### src/rtl/flash_status_unit.sv
module flash_status_unit #(
  parameter int AW           = 20,
  parameter int DW           = 8,
  parameter int PROG_CYCLES  = 2500,
  parameter int ERASE_CYCLES = 100000
) (
  input  logic          clk,
  input  logic          rst_n,
  input  logic          start_prog,
  input  logic          start_erase,
  input  logic [AW-1:0] prog_addr,
  input  logic [DW-1:0] prog_data,
  input  logic          ce_n,
  input  logic          oe_n,
  input  logic          rd_stb,
  input  logic [AW-1:0] rd_addr,
  input  logic [DW-1:0] array_data,
  output logic [DW-1:0] rd_data,
  output logic          rd_oe,
  output logic          busy_pull,
  output logic          op_done
);
  localparam int MAXC = (ERASE_CYCLES > PROG_CYCLES) ? ERASE_CYCLES : PROG_CYCLES;
  localparam int CW   = $clog2(MAXC + 1);

  logic          busy_q, erase_q, tog_q;
  logic [CW-1:0] cnt_q;
  logic [AW-1:0] addr_q;
  logic [DW-1:0] data_q;
  logic          rd_go, last, launch;
  logic [DW-1:0] stat;

  assign rd_oe  = rst_n & ~ce_n & ~oe_n;
  assign rd_go  = rd_stb & rd_oe;
  assign last   = busy_q & (cnt_q == '0);
  assign launch = ~busy_q & (start_prog | start_erase);

  always_ff @(posedge clk or negedge rst_n) begin
    if (!rst_n) begin
      busy_q  <= 1'b0;
      erase_q <= 1'b0;
      tog_q   <= 1'b0;
      cnt_q   <= '0;
      addr_q  <= '0;
      data_q  <= '0;
    end else if (launch) begin
      busy_q  <= 1'b1;
      erase_q <= ~start_prog;
      tog_q   <= 1'b0;
      cnt_q   <= start_prog ? CW'(PROG_CYCLES - 1) : CW'(ERASE_CYCLES - 1);
      if (start_prog) begin
        addr_q <= prog_addr;
        data_q <= prog_data;
      end
    end else if (busy_q) begin
      if (last) busy_q <= 1'b0;
      else      cnt_q  <= cnt_q - 1'b1;
      if (rd_go) tog_q <= ~tog_q;
    end
  end

  always_comb begin
    stat    = '0;
    stat[6] = tog_q;
    stat[7] = ~erase_q & (rd_addr == addr_q) & ~data_q[7];
  end

  assign rd_data   = !rd_oe ? '0 : (busy_q ? stat : array_data);
  assign busy_pull = busy_q;
  assign op_done   = last;

  a_r2_release_after_last: assert property (@(posedge clk) disable iff (!rst_n)
    op_done |=> !busy_pull);
  a_r9_no_restart: assert property (@(posedge clk) disable iff (!rst_n)
    (busy_pull && !op_done && (start_prog || start_erase)) |=> busy_pull && $stable(addr_q) && $stable(data_q));
  a_r7_gated: assert property (@(posedge clk) disable iff (!rst_n)
    (ce_n || oe_n) |-> (!rd_oe && rd_data == '0));
  a_r4_toggle_flips: assert property (@(posedge clk) disable iff (!rst_n)
    (busy_pull && rd_stb && rd_oe) |=> (tog_q != $past(tog_q)));
  a_r6_true_data: assert property (@(posedge clk) disable iff (!rst_n)
    (!busy_pull && rd_oe) |-> (rd_data == array_data));
  a_r3_poll_bit: assert property (@(posedge clk) disable iff (!rst_n)
    (busy_pull && !erase_q && rd_oe && rd_addr == addr_q) |-> (rd_data[7] == ~data_q[7]));
  a_r5_erase_bit7: assert property (@(posedge clk) disable iff (!rst_n)
    (busy_pull && erase_q && rd_oe) |-> !rd_data[7]);
endmodule

### config.mk
export PLATFORM = sky130hd
export DESIGN_NAME = flash_status_unit
export DESIGN_NICKNAME = d
export VERILOG_FILES = /design/src/rtl/flash_status_unit.sv
export SDC_FILE = /design/constraint.sdc
export NUM_CORES = 1
export LEC_CHECK = 0
export BUFFER_PORTS_ARGS = -buffer_cell sky130_fd_sc_hd__buf_2
export CAP_MARGIN = 25
export CORE_UTILIZATION = 25
export DETAILED_ROUTE_END_ITERATION = 10
export SETUP_SLACK_MARGIN = 0.5
export SYNTH_ARGS = -nofsm -noshare
export SYNTH_HDL_FRONTEND = slang
export SYNTH_SLANG_ARGS = --single-unit
export TNS_END_PERCENT = 30
### constraint.sdc
create_clock -name clk -period 4.1 [get_ports clk]
set_input_delay 0.82 -clock clk [delete_from_list [all_inputs] [get_ports clk]]
set_output_delay 0.82 -clock clk [all_outputs]
set_load 0.005 [all_outputs]
==> results.md <==
- Status: complete, no violations
- Total wire length: 5380 µm
- WL/cell: 12.7 µm
- Kind of critical path: flip-flop to primary output
- Register clock-pin slew on the reported worst setup and hold paths: 80 ps
- IO Count: 74
- Final Cycle Share: 73.5%
- Final #Nets: ~380
- Final-report hold violation count: 0
- Int Power: 0.698 mW
- Final setup viols: 0
- Data required time of the worst path: roughly 3300 ps
- N_diodes: 0
- Leak: 1.34 nW
- Max Cap Violations: 0
- Clock sinks: slightly above 40
- First-pass DRT Iterations: 4
- Netlist cell types: 36
- Clock Path Buffers: 2
- Horiz. Die Dim: 95.8 µm
- Hold Crit Class: flip-flop to flip-flop
- Number of synthesized register bits: 41
- Cts repair resizes: 0
- Fillcell total: 924
- Startpoint Class: flip-flop
- Area occupied by multi-input gates: 1120 µm²
- Worst setup EP type: primary output
- Final HPWL DP: 3970 µm
- Height of the chip: 95.8 µm
- DP Worst Slack: 1270 ps
- Worst hold path endpoint: data_q[7]
- CTS Buf Count: 5
- Global route overflow: 0
- Clk pwr share: ~33%
- Pin count of the biggest net entering global routing: 42
- Post-synthesis net count: 317
- # hold bufs at CTS: 0
- Final antenna-violating net count: 0
- Buffers on Ports: 66
- DR vias/cell: approximately 4.7
- DRT iter0 DRCs: 120
- Ys async rst share: 100%
- Synth Cell Area: about 2200 µm²
- Comb pwr share: between 10% and 20%
- Placed Area: 2640 µm²
- Post-route cell area: 2750 µm²
- Number of synthesized flops with an enable pin: 0
- Unrepaired setup endpoints after global routing: no
- Slew headroom: ~37%
- Post-synthesis cell count: roughly 250
- Initial core utilization: 26.3%
- Final clock skew: 6.73 ps
- H-tree Lvls: 2
- Crit path arrival time: approximately 2200 ps
- Ys flop type: dfrtp_1
- Hold path startpoint: data_q[7]
- Synth-to-layout area growth: 25.1%
- Flop-to-flop setup slack: 1650 ps
- RePlAce Congestion: 0.777
- Flop pwr share: 53.0%
- Vias in the first global route: 1826
- Reg area: 1030 µm²
- Total number of vias: 1970
- GRT Overall Usage: 12.2%
- Dominant cell type by area after synthesis: dfrtp_1
- Layout Utilization: 32.9%
- Hold Slack: around 490 ps
- Worst-Skew Late Latency: 290 ps
- Critical Path Fanout Max: 6
- Sequential share of the synthesized area: a little under half
- Hold Crit Depth: 2
- Fin crit period: 3020 ps
- Placeable Area: 8380 µm²
- # Post-CTS Setup Buffers: 0
- FF-to-FF Start: busy_pull
- Root buf cell: clkbuf_8
- Top-area cell type share of the netlist area: 46.6%
- Max Freq: 332 MHz
- Final TNS setup: 0 ps
- Final setup margin: 1080 ps
- CTS tree: built
- First-pass GRT wire length: ~8500 µm
- Row cnt: 33
- Area contributors post-synth: dfrtp_1 47%, nand2_1 12%, xor2_1 6.8%
- Worst slew pin tran: 938 ps
- Net Switching: 0.249 mW
- Number of synthesis warnings: 0
- Antenna violations before repair: 0
- Switching portion of total power: between 20% and 30%
- DRC viols: 0
- Max-slew violations: 0
- Die area: 9180 µm²
- Synth Area per Inst: 8.73 µm²
- Share of cells above drive strength 1: 24.6%
- R2r endpoint: cnt_q[9]
- Peak supply drop: between 0.1 and 0.15 mV
- PD cells: ~340 nW/µm²
- R2r worst-path depth: 4
## layout by cell type (no fill, tap or decap), types with 4 or more instances in the layout
cell	instances
a211oi_1	4
a21oi_1	6
and3_1	6
buf_2	66
clkbuf_8	5
dfrtp_1	41
nand2_1	72
nand3_1	4
nor2_1	13
nor3_1	9
nor4_1	13
o21ai_0	4
o21ai_1	4
or3_1	5
xnor2_1	11
xor2_1	17
## cells in the mapped netlist, drive strengths merged, types with 2 or more instances
master,n
and3,6
or3,5
nand4,2
nor2,13
inv,3
nor4,13
and4,2
nand2,72
clkbuf,10
xnor2,11
or2,2
or4,4
a21oi,6
nor2b,3
ha,2
nand3,4
a211oi,4
o31ai,2
dfrtp,41
xor2,17
o21a,2
o21ai,8
nor3,9
## power by group through the flow
stage,sequential [mW],combinational (mW),clock [mW]
finish,0.502,0.132,0.312
global route,0.512,0.151,0.344
CTS,0.503,0.135,0.324
detailed placement,0.511,0.134,0
global placement,0.508,0.133,0
floorplan,0.498,0.0827,0
## cell families after synthesis
group,synth area share (%)
adder cells (fa/ha/maj),1.14
multiplexers,0.455
AND/OR/NAND/NOR,30.0
buffers and inverters,2.39
XOR/XNOR,11.1
flip-flops,46.6
AO/OA/AOI/OAI,8.24
## per-stage QoR
step	power (mW)	cells
5_1_grt	1.01	422
3_3_place_gp	0.641	414
2_1_floorplan	0.581	252
6_report	0.947	422
4_1_cts	0.961	421
3_5_place_dp	0.645	414
## critical path: stages (launching register included)
cell and delay [ps]:
dfrtp_1 410, inv_1 120, ha_1 160, nor4b_1 530, and4_1 410, and2_1 160, buf_2 110
## state kept, by name (all words and copies together) (netlist names)
| register | flops |
|---|---|
| tog_q | 1 |
| erase_q | 1 |
| busy_pull | 1 |
| cnt_q | 17 |
| data_q | 1 |
| addr_q | 20 |
## layout make-up
cell class / instances / area share, %
inverter: 4 / 0.545
multi-input combinational: 197 / 40.8
clock buffer: 5 / 2.50
clock inverter: 2 / 1.27
sequential: 41 / 37.3
tap: 105 / 4.77
timing repair buffer: 68 / 12.8
## routing by layer
| metal | global-route usage (%) | routed length [µm] |
|---|---|---|
| met5 | 0 | 0 |
| met3 | 1.97 | 210 |
| met1 | 16.6 | 2580 |
| met2 | 19.1 | 2490 |
| met4 | 5.60 | 95 |
## worst max path at each step
stage                     depth (start not counted)    endpoint         from
final                                             6     op_done     cnt_q[0]
after global routing                              6     op_done     cnt_q[0]
after CTS                                         6     op_done     cnt_q[0]
after detailed placement                          7  rd_data[7]  rd_addr[18]
after global placement                            7  rd_data[7]  rd_addr[18]
after floorplan                                   5  rd_data[7]   rd_addr[4]
(Power assumes the default switching activity.)
